$ cat src/rtl/mdio_pkg.sv
package mdio_pkg;
    localparam int REG_W     = 32;
    localparam int ADDR_W    = 2;
    localparam int DIV_W     = 9;
    localparam int DIV_MIN   = 5;
    localparam int PA_W      = 5;
    localparam int DATA_LEN  = 16;
    localparam int PRE_LEN   = 32;
    localparam int FRM_LEN   = 2 + 2 + PA_W + PA_W + 2 + DATA_LEN;
    localparam int WORD_LEN  = PRE_LEN + FRM_LEN;
    localparam int IDX_W     = $clog2(WORD_LEN);
    localparam int TA_IDX_LO = DATA_LEN;
    localparam int TA_IDX_HI = DATA_LEN + 1;

    // field positions, decoded by software
    localparam int CFG_BUSY    = 0;
    localparam int CFG_ERR     = 1;
    localparam int CFG_NOPRE   = 5;
    localparam int CFG_C45     = 6;
    localparam int CFG_DIV_LO  = 7;
    localparam int CTL_DEV_LO  = 0;
    localparam int CTL_PORT_LO = 5;
    localparam int CTL_READ    = 15;

    typedef enum logic [ADDR_W-1:0] {
        OFS_CFG  = 2'd0,
        OFS_CTL  = 2'd1,
        OFS_DATA = 2'd2,
        OFS_ADDR = 2'd3
    } reg_ofs_e;

    typedef enum logic [1:0] {
        FK_ADDR  = 2'd0,
        FK_WRITE = 2'd1,
        FK_READ  = 2'd2
    } frame_kind_e;

    typedef struct packed {
        frame_kind_e          kind;
        logic                 c45;
        logic                 nopre;
        logic [DIV_W-1:0]     div;
        logic [PA_W-1:0]      port;
        logic [PA_W-1:0]      dev;
        logic [DATA_LEN-1:0]  payload;
    } frame_req_t;

    function automatic logic [1:0] frame_op(frame_kind_e k, logic c45);
        case (k)
            FK_ADDR:  return 2'b00;
            FK_WRITE: return 2'b01;
            default:  return c45 ? 2'b11 : 2'b10;
        endcase
    endfunction

    function automatic logic [FRM_LEN-1:0] build_frame(frame_req_t r);
        logic [1:0] st;
        st = r.c45 ? 2'b00 : 2'b01;
        return {st, frame_op(r.kind, r.c45), r.port, r.dev, 2'b10, r.payload};
    endfunction

    function automatic logic [DIV_W-1:0] clamp_div(logic [DIV_W-1:0] d);
        return (d < DIV_W'(DIV_MIN)) ? DIV_W'(DIV_MIN) : d;
    endfunction
endpackage

$ cat src/rtl/mdio_clkgen.sv
module mdio_clkgen #(
    parameter int CNT_W = 10
) (
    input  logic             clk,
    input  logic             rst,
    input  logic             run,
    input  logic [CNT_W-1:0] half_len,
    output logic             mdc,
    output logic             rise_tick,
    output logic             fall_tick
);
    logic [CNT_W-1:0] cnt_q;
    logic             wrap;

    assign wrap      = run && (cnt_q == half_len - CNT_W'(1));
    assign rise_tick = wrap && !mdc;
    assign fall_tick = wrap && mdc;

    always_ff @(posedge clk) begin
        if (rst || !run) begin
            cnt_q <= '0;
            mdc   <= 1'b0;
        end else if (wrap) begin
            cnt_q <= '0;
            mdc   <= ~mdc;
        end else begin
            cnt_q <= cnt_q + CNT_W'(1);
        end
    end
endmodule

$ cat src/rtl/mdio_engine.sv
module mdio_engine
    import mdio_pkg::*;
(
    input  logic                clk,
    input  logic                rst,
    input  logic                start,
    input  frame_req_t          req,
    input  logic                mdio_in,
    output logic                busy,
    output logic                mdc,
    output logic                mdio_out,
    output logic                mdio_oe,
    output logic                fin_read,
    output logic                fin_err,
    output logic [DATA_LEN-1:0] fin_value
);
    localparam int CNT_W = DIV_W + 1;

    logic [WORD_LEN-1:0] word_q;
    logic [IDX_W-1:0]    idx_q;
    logic                is_read_q;
    logic                ta_bad_q;
    logic [DATA_LEN-1:0] cap_q;
    logic [DIV_W-1:0]    div_q;
    logic [CNT_W-1:0]    half_len;
    logic                rise_tick;
    logic                fall_tick;
    logic                last_bit;
    logic                released;

    assign half_len = CNT_W'(div_q) + CNT_W'(1);

    mdio_clkgen #(.CNT_W(CNT_W)) u_clkgen (
        .clk       (clk),
        .rst       (rst),
        .run       (busy),
        .half_len  (half_len),
        .mdc       (mdc),
        .rise_tick (rise_tick),
        .fall_tick (fall_tick)
    );

    assign last_bit = (idx_q == '0);
    assign released = is_read_q && (idx_q <= IDX_W'(TA_IDX_HI));
    assign mdio_out = busy ? word_q[idx_q] : 1'b1;
    assign mdio_oe  = busy && !released;

    assign fin_read  = busy && fall_tick && last_bit && is_read_q;
    assign fin_err   = ta_bad_q;
    assign fin_value = ta_bad_q ? '1 : cap_q;

    always_ff @(posedge clk) begin
        if (rst) begin
            busy      <= 1'b0;
            word_q    <= '0;
            idx_q     <= '0;
            is_read_q <= 1'b0;
            ta_bad_q  <= 1'b0;
            cap_q     <= '0;
            div_q     <= DIV_W'(DIV_MIN);
        end else if (start && !busy) begin
            busy      <= 1'b1;
            word_q    <= {{PRE_LEN{1'b1}}, build_frame(req)};
            idx_q     <= req.nopre ? IDX_W'(FRM_LEN - 1) : IDX_W'(WORD_LEN - 1);
            is_read_q <= (req.kind == FK_READ);
            ta_bad_q  <= 1'b0;
            div_q     <= req.div;
        end else if (busy) begin
            if (rise_tick && is_read_q) begin
                if (idx_q == IDX_W'(TA_IDX_LO))
                    ta_bad_q <= mdio_in;
                if (idx_q < IDX_W'(TA_IDX_LO))
                    cap_q <= {cap_q[DATA_LEN-2:0], mdio_in};
            end
            if (fall_tick) begin
                if (last_bit)
                    busy <= 1'b0;
                else
                    idx_q <= idx_q - IDX_W'(1);
            end
        end
    end
endmodule

$ cat src/rtl/mdio_csr.sv
module mdio_csr
    import mdio_pkg::*;
(
    input  logic                clk,
    input  logic                rst,
    input  logic                wen,
    input  logic [ADDR_W-1:0]   addr,
    input  logic [REG_W-1:0]    wdata,
    input  logic                busy,
    input  logic                fin_read,
    input  logic                fin_err,
    input  logic [DATA_LEN-1:0] fin_value,
    output logic [REG_W-1:0]    rdata,
    output logic                start,
    output frame_req_t          req
);
    logic [DIV_W-1:0]    div_q;
    logic                c45_q;
    logic                nopre_q;
    logic                err_q;
    logic [PA_W-1:0]     port_q;
    logic [PA_W-1:0]     dev_q;
    logic [DATA_LEN-1:0] data_q;
    logic [DATA_LEN-1:0] addr_q;
    reg_ofs_e            ofs;
    logic                wr_cfg, wr_ctl, wr_data, wr_addr;
    logic                start_rd, start_wr, start_adr;

    assign ofs     = reg_ofs_e'(addr);
    assign wr_cfg  = wen && (ofs == OFS_CFG);
    assign wr_ctl  = wen && (ofs == OFS_CTL)  && !busy;
    assign wr_data = wen && (ofs == OFS_DATA) && !busy;
    assign wr_addr = wen && (ofs == OFS_ADDR) && !busy;

    assign start_rd  = wr_ctl && wdata[CTL_READ];
    assign start_wr  = wr_data;
    assign start_adr = wr_addr && c45_q;
    assign start     = start_rd || start_wr || start_adr;

    always_comb begin
        req.kind    = start_rd ? FK_READ : (start_adr ? FK_ADDR : FK_WRITE);
        req.c45     = c45_q;
        req.nopre   = nopre_q;
        req.div     = clamp_div(div_q);
        req.port    = start_rd ? wdata[CTL_PORT_LO +: PA_W] : port_q;
        req.dev     = start_rd ? wdata[CTL_DEV_LO +: PA_W]  : dev_q;
        req.payload = wdata[DATA_LEN-1:0];
    end

    always_ff @(posedge clk) begin
        if (rst) begin
            div_q   <= '0;
            c45_q   <= 1'b0;
            nopre_q <= 1'b0;
            err_q   <= 1'b0;
            port_q  <= '0;
            dev_q   <= '0;
            data_q  <= '0;
            addr_q  <= '0;
        end else begin
            if (wr_cfg) begin
                div_q   <= wdata[CFG_DIV_LO +: DIV_W];
                c45_q   <= wdata[CFG_C45];
                nopre_q <= wdata[CFG_NOPRE];
            end
            if (wr_ctl) begin
                port_q <= wdata[CTL_PORT_LO +: PA_W];
                dev_q  <= wdata[CTL_DEV_LO +: PA_W];
            end
            if (wr_data)
                data_q <= wdata[DATA_LEN-1:0];
            if (wr_addr)
                addr_q <= wdata[DATA_LEN-1:0];
            if (start_rd)
                err_q <= 1'b0;
            if (fin_read) begin
                data_q <= fin_value;
                err_q  <= fin_err;
            end
        end
    end

    always_comb begin
        rdata = '0;
        case (ofs)
            OFS_CFG: begin
                rdata[CFG_DIV_LO +: DIV_W] = div_q;
                rdata[CFG_C45]             = c45_q;
                rdata[CFG_NOPRE]           = nopre_q;
                rdata[CFG_ERR]             = err_q;
                rdata[CFG_BUSY]            = busy;
            end
            OFS_CTL: begin
                rdata[CTL_PORT_LO +: PA_W] = port_q;
                rdata[CTL_DEV_LO +: PA_W]  = dev_q;
            end
            OFS_DATA: rdata[DATA_LEN-1:0] = data_q;
            default:  rdata[DATA_LEN-1:0] = addr_q;
        endcase
    end
endmodule

$ cat src/rtl/mdio_master.sv
module mdio_master
    import mdio_pkg::*;
(
    input  logic              clk,
    input  logic              rst,
    input  logic              reg_wen,
    input  logic [ADDR_W-1:0] reg_addr,
    input  logic [REG_W-1:0]  reg_wdata,
    output logic [REG_W-1:0]  reg_rdata,
    output logic              mdc,
    output logic              mdio_out,
    output logic              mdio_oe,
    input  logic              mdio_in
);
    logic                start_w;
    logic                busy_w;
    logic                fin_read_w;
    logic                fin_err_w;
    logic [DATA_LEN-1:0] fin_value_w;
    frame_req_t          req_w;

    mdio_csr u_csr (
        .clk       (clk),
        .rst       (rst),
        .wen       (reg_wen),
        .addr      (reg_addr),
        .wdata     (reg_wdata),
        .busy      (busy_w),
        .fin_read  (fin_read_w),
        .fin_err   (fin_err_w),
        .fin_value (fin_value_w),
        .rdata     (reg_rdata),
        .start     (start_w),
        .req       (req_w)
    );

    mdio_engine u_engine (
        .clk       (clk),
        .rst       (rst),
        .start     (start_w),
        .req       (req_w),
        .mdio_in   (mdio_in),
        .busy      (busy_w),
        .mdc       (mdc),
        .mdio_out  (mdio_out),
        .mdio_oe   (mdio_oe),
        .fin_read  (fin_read_w),
        .fin_err   (fin_err_w),
        .fin_value (fin_value_w)
    );
endmodule

$ cat config.mk
export PLATFORM = sky130hd
export DESIGN_NAME = mdio_master
export DESIGN_NICKNAME = d
export VERILOG_FILES = /design/src/rtl/mdio_pkg.sv /design/src/rtl/mdio_clkgen.sv /design/src/rtl/mdio_engine.sv /design/src/rtl/mdio_csr.sv /design/src/rtl/mdio_master.sv
export SDC_FILE = /design/constraint.sdc
export NUM_CORES = 1
export LEC_CHECK = 0
export CORE_ASPECT_RATIO = 1.4
export CORE_UTILIZATION = 66
export CTS_BUF_LIST = sky130_fd_sc_hd__clkbuf_2
export DETAILED_ROUTE_END_ITERATION = 10
export DONT_BUFFER_PORTS = 1
export PLACE_DENSITY_LB_ADDON = 0.05
export REMOVE_ABC_BUFFERS = 1
export SETUP_SLACK_MARGIN = 0.02
export SLEW_MARGIN = 20
export SYNTH_ARGS = -nofsm -noshare
export SYNTH_HDL_FRONTEND = slang
export SYNTH_SLANG_ARGS = --single-unit
$ cat constraint.sdc
create_clock -name clk -period 7.6 [get_ports clk]
set_input_delay 1.9 -clock clk [delete_from_list [all_inputs] [get_ports clk]]
set_output_delay 1.9 -clock clk [all_outputs]
set_load 0.05 [all_outputs]
======== Word-level counts from Yosys, hierarchy flattened ========
Index checks and enable logic that the tools add are counted.
W data, S select, Z words.
storage, ports and cells
  logic and storage cells ................. 101
  bits of input ports ..................... 38
  flip-flop bits (word level) ............. 131
  output and inout bits ................... 35
operators by class
  equality and inequality tests ........... 8
  reductions and logical operators ........ 37
  $add $sub $neg .......................... 4
  bitwise operators ....................... 2
  muxes and demuxes ....................... 29
  magnitude comparators ................... 4
operators by type and width
  kind                     count
  $mux W16                 3
  $mux W6                  5
  $logic_and A1 B1 Y1      19
  $pmux W6 S3              1
  $pmux W5 S3              1
  $mux W1                  11
  $add A10 B1 Y10 const B  1
  $add A9 B1 Y10 const B   1
  $eq A10 B10 Y1           1
  $mux W5                  2
  $sub A10 B1 Y10 const B  1
  $lt A9 B3 Y1 const B     1
  $mux W9                  1
  $pmux W3 S3              1
  $reduce_bool A2 Y1       4
  $lt A6 B7 Y1 const B     1
  $bmux W1 S6              1
  $eq A2 B2 Y1 const B     3
  $eq A6 B5 Y1 const B     1
  $le A6 B5 Y1 const B     1
  $logic_not A6 Y1         1
  $lt A6 B5 Y1 const B     1
  $pmux W2 S3              1
  $reduce_and A3 Y1        2
  11 further kinds         19

======== Logic depth before layout (Yosys ltp) ========
Gate-level depths: netlist of the first run.
  word-level depth ........................ 9
  depth in mapped cells ................... 10
  mapped depth without buffers ............ 7

======== Hierarchy ========
A second synthesis of the first run with hierarchy kept.
second synthesis, totals
  cells, all modules ...................... 803
  area, all modules ....................... 6720.2 um^2
by module, submodules not included
  module       seq. area each (um^2)  instances  area each (um^2)  cells an instance
  mdio_csr     1081.0                 1          3010.4            351
  mdio_engine  1281.2                 1          2947.8            365
  mdio_clkgen  220.2                  1          762.0             87

======== Least setup slack after synthesis of the first run ========
No wires, ideal clock.
  kind .................................... input -> output
  start point ............................. input port reg_addr[1]
  end point ............................... output port reg_rdata[10]
  setup slack ............................. 1893 ps
  buffers on the path ..................... 2
  cell stages on the path ................. 4
  required time ........................... 5700 ps
  data arrival time ....................... 3807 ps
  path through ............................ buf_2 -> buf_1 -> mux2i_1 -> o21ai_0
on the way
  cells in the longest elaborated chain, start to end .. 2
  elaborated cells between the ends (all ways) .. 4
  those cells by class .................... eq/ne (2); mux (1); reduce/logical (1)
ends and longest elaborated chain
  item                                  RTL line          text
  from (decl)                           mdio_master.sv:7  input logic [ADDR_W-1:0] reg_addr,
  $eq A2 B2 Y1 (tied with other cells)  mdio_csr.sv:85    case (ofs)
  $pmux W6 S3 *                         mdio_csr.sv:85
  to (decl)                             mdio_master.sv:9  output logic [REG_W-1:0] reg_rdata,
Every way passes the cells marked *; elsewhere a longest branch is shown, timed or not.

======== Final worst setup path of the first run ========
  start point ............................. register u_engine.idx_q[0]
  end point ............................... output port mdio_oe
on the way
  cells in the longest elaborated chain, start to end .. 4
ends and longest elaborated chain
  item                    RTL line           text
  from (decl)             mdio_engine.sv:20  logic [IDX_W-1:0] idx_q;
  from (signal assigned)  mdio_engine.sv:64  idx_q <= req.nopre ? IDX_W'(FRM_LEN - 1) : IDX_W'(WORD_LEN - 1);
  from (signal assigned)  mdio_engine.sv:79  idx_q <= idx_q - IDX_W'(1);
  $le A6 B5 Y1            mdio_engine.sv:44  assign released = is_read_q && (idx_q <= IDX_W'(TA_IDX_HI));
  $logic_and A1 B1 Y1     mdio_engine.sv:44
  $logic_not A1 Y1        mdio_engine.sv:46  assign mdio_oe = busy && !released;
  $logic_and A1 B1 Y1     mdio_engine.sv:46
  to (decl)               mdio_master.sv:12  output logic mdio_oe,
No other way between the ends.

==> qor.txt, run 1 <==
Outcome: finished clean
Share of layout cells above drive strength 1: 0.0815
Setup crit start kind: flop
Final HPWL DP: 9.44 mm
Slew Limit Fails: 0
Routed WL per cell: 17.6 microns
Total wire length: 14.0 mm
Slew @ Worst Pin: 1150 ps
Total vias in the final route: 4869
DR iter-0 viols: 374
Register area share after synthesis: 0.421
Ys Warns: 0
Post-Syn Instances: 709
Die area: 9620 sq um
Tmin final: 4930 ps
Num Clock Sinks: 128
Req. time, crit path: 5700 ps
# rows: 41
Post-synth EDFFs: 0
Max IR drop VDD: 0.000146 V
Worst skew pair latency: 660 ps
Post-synth ARST share: 0
Fin crit share: 0.649
Leak pwr: 2.07 nW
Top cells by area, synth: dfxtp_1 (42%), nand2_1 (9.0%), mux2i_1 (6.7%)
Die width: 83.2 microns
Initial core utilization: 0.678
CP max FO: 16
Synth top area share: 0.421
Final setup violation count: 0
Non-filler cells, final: 794
Final core utilization: 0.685
Worst Clk Skew: 24.3 ps
IO Port Bufs: 0
Fill cells: 754
Synth area leader: dfxtp_1
Most used DFF post-synth: dfxtp_1
Root buffer cell: clkbuf_2
Largest net degree at the start of global routing: 99
Post-route ant nets: 0
RSZ-0062 raised after global routing: false
TritonCTS clock tree: built
Rel. slew slack: 0.233
Cell variety after synth: 52
GRT Total Usage: 0.299
DP Cell Count: 764
Antenna violations before repair: 0
H-tree level count: 4
Worst EP arrival: 3030 ps
Die height: 116 microns
Clock Path Buffers: 2
Crit end category: primary output
Ports: 73
Final Power: 1.22 mW
Final nets: 718
CTS buffer count: 17
Synthesized area per cell: 8.59 sq um
DR pass1 iterations: 5
Total negative setup slack: 0 ps
Vias in the first global route: 4599
Final hold violation count: 0
Flops & latches, synth: 128
First-pass GRT wire length: 22.6 mm
Pwr per Cell Area: 198 nW/um^2
F_max: 203 MHz
CTS-repair resized insts: 0
Crit Path Category: reg2out
Clock Pin Slew Worst Setup and Hold Paths: 180 ps
Total core area: 8980 sq um
Drt via density: 6.13
Antenna fix cells: 0
Hold_buf cts: 0
Post-CTS Setup Bufs: 0
Area Growth Syn to Fin: 0.986%
Total gr overflow: 0
Maxcap violations: 0
RePlAce Congestion: 0.847
Number of remaining DRC errors: 0
Worst Hold Class: reg2reg
Synthesized area: 6090 sq um
-- registers in the layout (all words and copies together), names as in the netlist, 5 cells and up --
signal                   cells
u_engine.u_clkgen.cnt_q     10
u_engine.word_q             30
u_engine.div_q               9
u_csr.data_q                16
u_csr.dev_q                  5
u_csr.port_q                 5
u_csr.div_q                  9
u_csr.addr_q                16
u_engine.idx_q               6
u_engine.cap_q              16
-- cells by family (layout without fill, tap and decap cells) --
logic type               count (synthesis)  count (layout)  share of synthesized area
XOR/XNOR                                19              19                     0.0273
adder cells (fa/ha/maj)                  3               3                    0.00616
AO/OA/AOI/OAI                          132             132                      0.139
AND/OR/NAND/NOR                        290             290                      0.226
multiplexers                            55              55                      0.112
buffers and inverters                   81              44                     0.0680
flip-flops                             128             128                      0.421
other                                    1              16                   0.000616
-- through the flow --
| stage | setup slack (ps) | instance area [sq um] | hold slack, ps |
|---|---|---|---|
| 2_1_floorplan | 2610 | 5770 | 427 |
| 3_3_place_gp | 2910 | 5940 | 433 |
| 3_5_place_dp | 2900 | 5940 | 441 |
| 4_1_cts | 2600 | 6130 | 462 |
| 5_1_grt | 2340 | 6150 | 474 |
| 6_report | 2670 | 6150 | 464 |
-- per-layer routing --
layer / part of all wire / vias up / global-route usage
li1: - / 2366 / -
met1: 0.42 / 2347 / 0.371
met2: 0.50 / 136 / 0.498
met3: 0.062 / 20 / 0.0805
met4: 0.017 / 0 / 0.117
met5: 0 / - / 0
-- critical path, stage by stage (launching register included) --
cell and delay (ps):
dfxtp_1 850, inv_1 140, ha_1 300, o21ai_0 160
nand2_1 70, a31oi_1 860
-- cells in the final DEF, fill, tap and decap left out, types with 9 or more instances in the layout --
master	count
a211oi_1	35
nor2b_1	21
nand2_1	146
nand3_1	18
clkbuf_2	20
inv_1	11
xnor2_1	14
dfxtp_1	128
nor2_1	56
mux4_2	10
a311oi_1	11
conb_1	16
nor3_1	9
a21oi_1	56
mux2i_1	41
-- synthesized netlist by cell type, drive strengths merged, types with 9 or more instances --
library cell / instances
clkbuf: 37
nor3: 9
mux2i: 41
a21oi: 56
nor2b: 21
nand3: 18
a311oi: 11
xnor2: 14
inv: 11
mux4: 10
dfxtp: 128
nor2: 57
buf: 33
a211oi: 35
o21ai: 10
nand2: 146
-- area by class of cell --
class	instances	area, sq um	area share
repair buffers	4	30.0	0.00488
inverters	11	41.3	0.00671
multi-input cells	515	3190	0.518
clock inverters	9	95.1	0.0155
flip-flops and latches	128	2560	0.417
well taps	107	134	0.0218
clock buffers	20	100	0.0163
-- path summary, 6_finish.rpt --
| check | slack (ps) | cells after the start | start | endpoint |
|---|---|---|---|---|
| setup / recovery | 2670 | 5 | u_engine.idx_q[0] | mdio_oe |
| hold / removal | 460 | 2 | u_csr.addr_q[11] | u_csr.addr_q[11] |
| setup reg to reg | 4700 | 8 | u_engine.idx_q[1] | u_csr.data_q[6] |
| hold reg to reg | 460 | 2 | u_csr.addr_q[11] | u_csr.addr_q[11] |
-- power breakdown --
group | total [mW] | internal, mW | switching (mW)
combinational | 0.130 | 0.0424 | 0.0872
clock | 0.372 | 0.145 | 0.228
sequential | 0.716 | 0.693 | 0.0223
(Power assumes the default switching activity.)
==> run 2: changes to the inputs <==
--- a/config.mk
+++ b/config.mk
@@ -6,7 +6,7 @@
 export NUM_CORES = 1
 export LEC_CHECK = 0
 export CORE_ASPECT_RATIO = 1.4
-export CORE_UTILIZATION = 66
+export CORE_UTILIZATION = 60
 export CTS_BUF_LIST = sky130_fd_sc_hd__clkbuf_2
 export DETAILED_ROUTE_END_ITERATION = 10
 export DONT_BUFFER_PORTS = 1
==> constraint.sdc (replaced) <==
create_clock -name clk -period 4.2 [get_ports clk]
set_input_delay 1.05 -clock clk [delete_from_list [all_inputs] [get_ports clk]]
set_output_delay 1.05 -clock clk [all_outputs]
set_load 0.05 [all_outputs]
==> run 2 against run 1 <==
Effect of this change: sequential cell count is the same; power grew 86%; final cell count grew 5.0%; routed wire length shrank 0.52%; via count shrank 0.90%; final area grew 2.2%; highest routed layer unchanged; sequential share of layout area shrank 0.91 points; register-to-register slack lost 3300 ps.
==> qor.txt, run 2 (synthesized netlist as in run 1, its figures left out) <==
Outcome: finished clean
Register with the most flip-flops: u_engine.word_q
Worst Hold Depth: 1
Maxcap violations: 0
Setup crit start: u_engine.idx_q[0]
Sw Share: 0.292
Placed Instance Area: 6040 sq um
Num Clock Sinks: 128
Slew Limit Fails: 0
RSZ-0062 raised after global routing: false
Routed WL per cell: 16.7 microns
RePlAce Congestion: 0.866
Total vias in the final route: 4825
Post-route ant nets: 0
Antenna violations before repair: 0
DR pass1 iterations: 4
Met2 GRT Util: 0.462
Final HPWL DP: 9.52 mm
Ports: 73
Antenna fix cells: 0
Worst r2r src: u_engine.idx_q[0]
Number of remaining DRC errors: 0
Final Power: 2.26 mW
Largest net degree at the start of global routing: 99
Tmin final: 3950 ps
Die height: 121 microns
Die area: 10600 sq um
Vias in the first global route: 4518
Pwr per Cell Area: 360 nW/um^2
Max IR drop VDD: 0.000238 V
Leak pwr: 2.12 nW
Area Growth Syn to Fin: 3.25%
Grt met1 use: 0.356
Combinational power share: 0.105
Max reg flops: 30
IO Port Bufs: 0
Total internal power: 1.60 mW
CP max FO: 16
Crit end category: primary output
FF-to-FF path depth: 8
Rel. slew slack: 0.431
Worst skew pair latency: 650 ps
Total gr overflow: 0
Net switching power: 661 uW
First-pass GRT wire length: 22.6 mm
Worst Hold Class: in2reg
TritonCTS clock tree: built
F_max: 253 MHz
Hold_buf cts: 0
Setup crit start kind: flop
CTS buffer count: 17
Total negative setup slack: 0 ps
Root buffer cell: clkbuf_2
Hold_sp: rst
Share of layout cells above drive strength 1: 0.0944
Final nets: 727
GRT Total Usage: 0.277
Design area: 6290 sq um
Worst Clk Skew: 20.4 ps
Most common cell after layout, fill and taps aside: nand2_1
Slew @ Worst Pin: 852 ps
Grt met3 use: 0.0673
CTS-repair resized insts: 0
Total wire length: 13.9 mm
H-tree level count: 4
DR iter-0 viols: 357
Worst EP arrival: 2900 ps
Crit Path Category: reg2out
Most frequent cells in the layout: nand2_1 (146), dfxtp_1 (128), a21oi_1 (56), nor2_1 (56), mux2i_1 (41)
Clock Path Buffers: 2
Die width: 87.1 microns
Total core area: 9900 sq um
WHS Endpoint: u_csr.addr_q[11]
Clock Pin Slew Worst Setup and Hold Paths: 200 ps
Final setup violation count: 0
Fin crit share: 0.940
Worst R2R Setup Slack: 1440 ps
Reg2Reg Capture Point: u_csr.data_q[2]
Req. time, crit path: 3150 ps
Post-CTS Setup Bufs: 0
Sequential share of power: 0.572
Clock group share of total power: 0.323
Drt via density: 5.79
Initial core utilization: 0.615
Most crowded layer after global routing: met2
# rows: 43
Final hold violation count: 0
Fill cells: 908
## run 2: changes by cell type in the layout (fill, tap and decap cells not counted), moves of 3 or more
cell        change
buf_4           +8
clkbuf_2        -3
clkinvlp_4      +3
inv_6           +3
## run 2: how the worst max path moves through the flow
stage | slack [ps] | cells after the start | end
6_report | 250 | 4 | mdio_out
5_1_grt | 70 | 4 | mdio_out
4_1_cts | 200 | 4 | mdio_out
3_5_place_dp | 970 | 4 | mdio_out
3_3_place_gp | 1010 | 4 | mdio_out
2_1_floorplan | 910 | 2 | reg_rdata[10]
## run 2: power groups by stage
stage	clock (mW)	sequential, mW	combinational [mW]
6_report	0.732	1.30	0.237
5_1_grt	0.796	1.30	0.259
4_1_cts	0.746	1.29	0.237
3_5_place_dp	0	1.32	0.236
3_3_place_gp	0	1.32	0.232
2_1_floorplan	0	1.31	0.197
## run 2: worst max-delay path, stage by stage (launching register included)
cell,delay [ps]
dfxtp_1,850
mux4_2,600
nor2_1,110
o2111ai_1,120
or3_1,570
## run 2: layer usage
layer / vias to the layer above / wire, microns
met5: - / 0
met4: 0 / 162
met3: 14 / 798
met2: 129 / 6970
met1: 2291 / 5970
li1: 2391 / -
## run 2: per-stage QoR
| step | worst slack (ps) | utilization | cells | hold WS [ps] |
|---|---|---|---|---|
| 2_1_floorplan | 911 | - | 654 | 427 |
| 3_3_place_gp | 1010 | 0.610 | 801 | 432 |
| 3_5_place_dp | 974 | 0.610 | 801 | 440 |
| 4_1_cts | 201 | 0.633 | 833 | 400 |
| 5_1_grt | 67.8 | 0.635 | 834 | 371 |
| 6_report | 251 | 0.635 | 834 | 457 |
## run 2: final cells by class
type	count	area (sq um)	area share
flip-flops and latches	128	2560	0.408
clock inverters	15	143	0.0227
clock buffers	17	85.1	0.0135
inverters	11	41.3	0.00657
well taps	135	169	0.0269
repair buffers	13	101	0.0161
multi-input cells	515	3190	0.507
==> run 3: changes to the inputs <==
--- a/config.mk
+++ b/config.mk
@@ -11,6 +11,7 @@
 export DETAILED_ROUTE_END_ITERATION = 10
 export DONT_BUFFER_PORTS = 1
 export PLACE_DENSITY_LB_ADDON = 0.05
+export RECOVER_POWER = 100
 export REMOVE_ABC_BUFFERS = 1
 export SETUP_SLACK_MARGIN = 0.02
 export SLEW_MARGIN = 20
==> run 3 against run 2 <==
Effect of this change: the run now ends with max-capacitance violations, max-slew violations left; utilization is 1.1 points lower; sequential power hardly changed; worst setup slack better by 1.1 ps; global-route usage stayed put; clock power hardly changed; die area stayed put; maximum frequency hardly changed; critical path type unchanged; critical endpoint unchanged.
==> qor.txt, run 3 (synthesized netlist as in run 1, its figures left out) <==
Outcome: finished with violations
Failing checks: max-capacitance violations, max-slew violations
Leak pwr: 2.04 nW
CP max FO: 16
Fin crit share: 0.940
Post-route ant nets: 0
Max IR drop VDD: 0.000238 V
Placed Instance Area: 6040 sq um
Register with the most flip-flops: u_engine.word_q
Worst path cell trace: mux4_2 -> nor2_1 -> o2111ai_1 -> or3_1
Antenna fix cells: 0
Ports: 73
DP Cell Count: 801
Total negative setup slack: 0 ps
Routed WL per cell: 16.7 microns
Crit end category: primary output
Drt via density: 5.82
Worst Clk Skew: 24.4 ps
DR iter-0 viols: 339
Net switching power: 657 uW
Largest net degree at the start of global routing: 99
Dpl ws: 974 ps
RSZ-0062 raised after global routing: false
TritonCTS clock tree: built
Setup ws final: 252 ps
Clock group share of total power: 0.324
Root buffer cell: clkbuf_2
Fill cells: 932
Total internal power: 1.60 mW
Area Growth Syn to Fin: 1.48%
Worst EP arrival: 2900 ps
Final setup violation count: 0
Clock Path Buffers: 2
GRT Total Usage: 0.277
RePlAce Congestion: 0.866
Pwr per Cell Area: 365 nW/um^2
Die area: 10600 sq um
Sequential share of power: 0.574
Maxcap violations: 2
Total core area: 9900 sq um
F_max: 253 MHz
Hold_buf cts: 0
H-tree level count: 4
Antenna violations before repair: 0
Initial core utilization: 0.615
Rel. slew slack: -0.460
Worst skew pair latency: 660 ps
Most common cell after layout, fill and taps aside: nand2_1
Total vias in the final route: 4857
Design area: 6180 sq um
Share of layout cells above drive strength 1: 0.0701
IO Port Bufs: 0
Sw Share: 0.291
DR pass1 iterations: 5
Slew @ Worst Pin: 2190 ps
CTS buffer count: 17
Final nets: 727
Number of remaining DRC errors: 0
Most frequent cells in the layout: nand2_1 (146), dfxtp_1 (128), nor2_1 (57)
Post-CTS Setup Bufs: 0
Max reg flops: 30
Total gr overflow: 0
Combinational power share: 0.102
Die width: 87.1 microns
Clock Pin Slew Worst Setup and Hold Paths: 200 ps
Final hold violation count: 0
Vias in the first global route: 4518
Tmin final: 3950 ps
Setup crit start kind: flop
Total wire length: 13.9 mm
Req. time, crit path: 3150 ps
Non-filler cells, final: 834
Final HPWL DP: 9.52 mm
Critical Path Max Stage Delay: 850 ps
First-pass GRT wire length: 22.6 mm
Die height: 121 microns
# rows: 43
Num Clock Sinks: 128
CTS-repair resized insts: 0
Slowest stage cell on the critical path: dfxtp_1
Slew Limit Fails: 39
Worst Hold Class: in2reg
Crit Path Category: reg2out
## run 3: changes by cell type in the layout (fill, tap and decap cells not counted), sizes merged
cell / delta
clkbuf: +11
buf: -11
## run 3: power groups by stage
stage               registers (mW)  logic, mW  clock network, mW
floorplan                     1.31      0.197                  0
global placement              1.32      0.232                  0
detailed placement            1.32      0.236                  0
CTS                           1.29      0.237              0.746
global route                  1.30      0.253              0.796
finish                        1.30      0.230              0.731
## run 3: final cells by class
class,instances,area [sq um],area share
multi-input cells,515,3120,0.505
flip-flops and latches,128,2560,0.415
well taps,135,169,0.0273
clock inverters,15,143,0.0231
clock buffers,17,85.1,0.0138
repair buffers,13,57.6,0.00931
inverters,11,41.3,0.00668
## run 3: worst paths after layout
kind | startpoint | endpoint | slack [ps] | cells after the start
max | u_engine.idx_q[0] | mdio_out | 250 | 4
min | rst | u_csr.addr_q[12] | 460 | 1
max reg2reg | u_engine.idx_q[0] | u_csr.data_q[2] | 550 | 8
min reg2reg | u_csr.addr_q[6] | u_csr.addr_q[6] | 460 | 2
## run 3: routing by layer
layer	up-vias	global-route usage	part of all wire
met4	0	0.0748	0.012
met1	2290	0.356	0.42
met5	-	0	0
met3	15	0.0673	0.065
li1	2387	-	-
met2	165	0.462	0.50
## run 3: stage by stage
step                utilization  power (mW)  hold WS (ps)
CTS                       0.633        2.28           400
detailed placement        0.610        1.56           440
global route              0.624        2.35           371
finish                    0.624        2.26           456
floorplan                     -        1.50           427
global placement          0.610        1.55           432
## run 3: worst max-delay path, delay by kind of cell, from the launching register on
family	cells	cell delay, ps
flops	1	850
compound gates	1	120
simple gates	2	680
mux	1	600
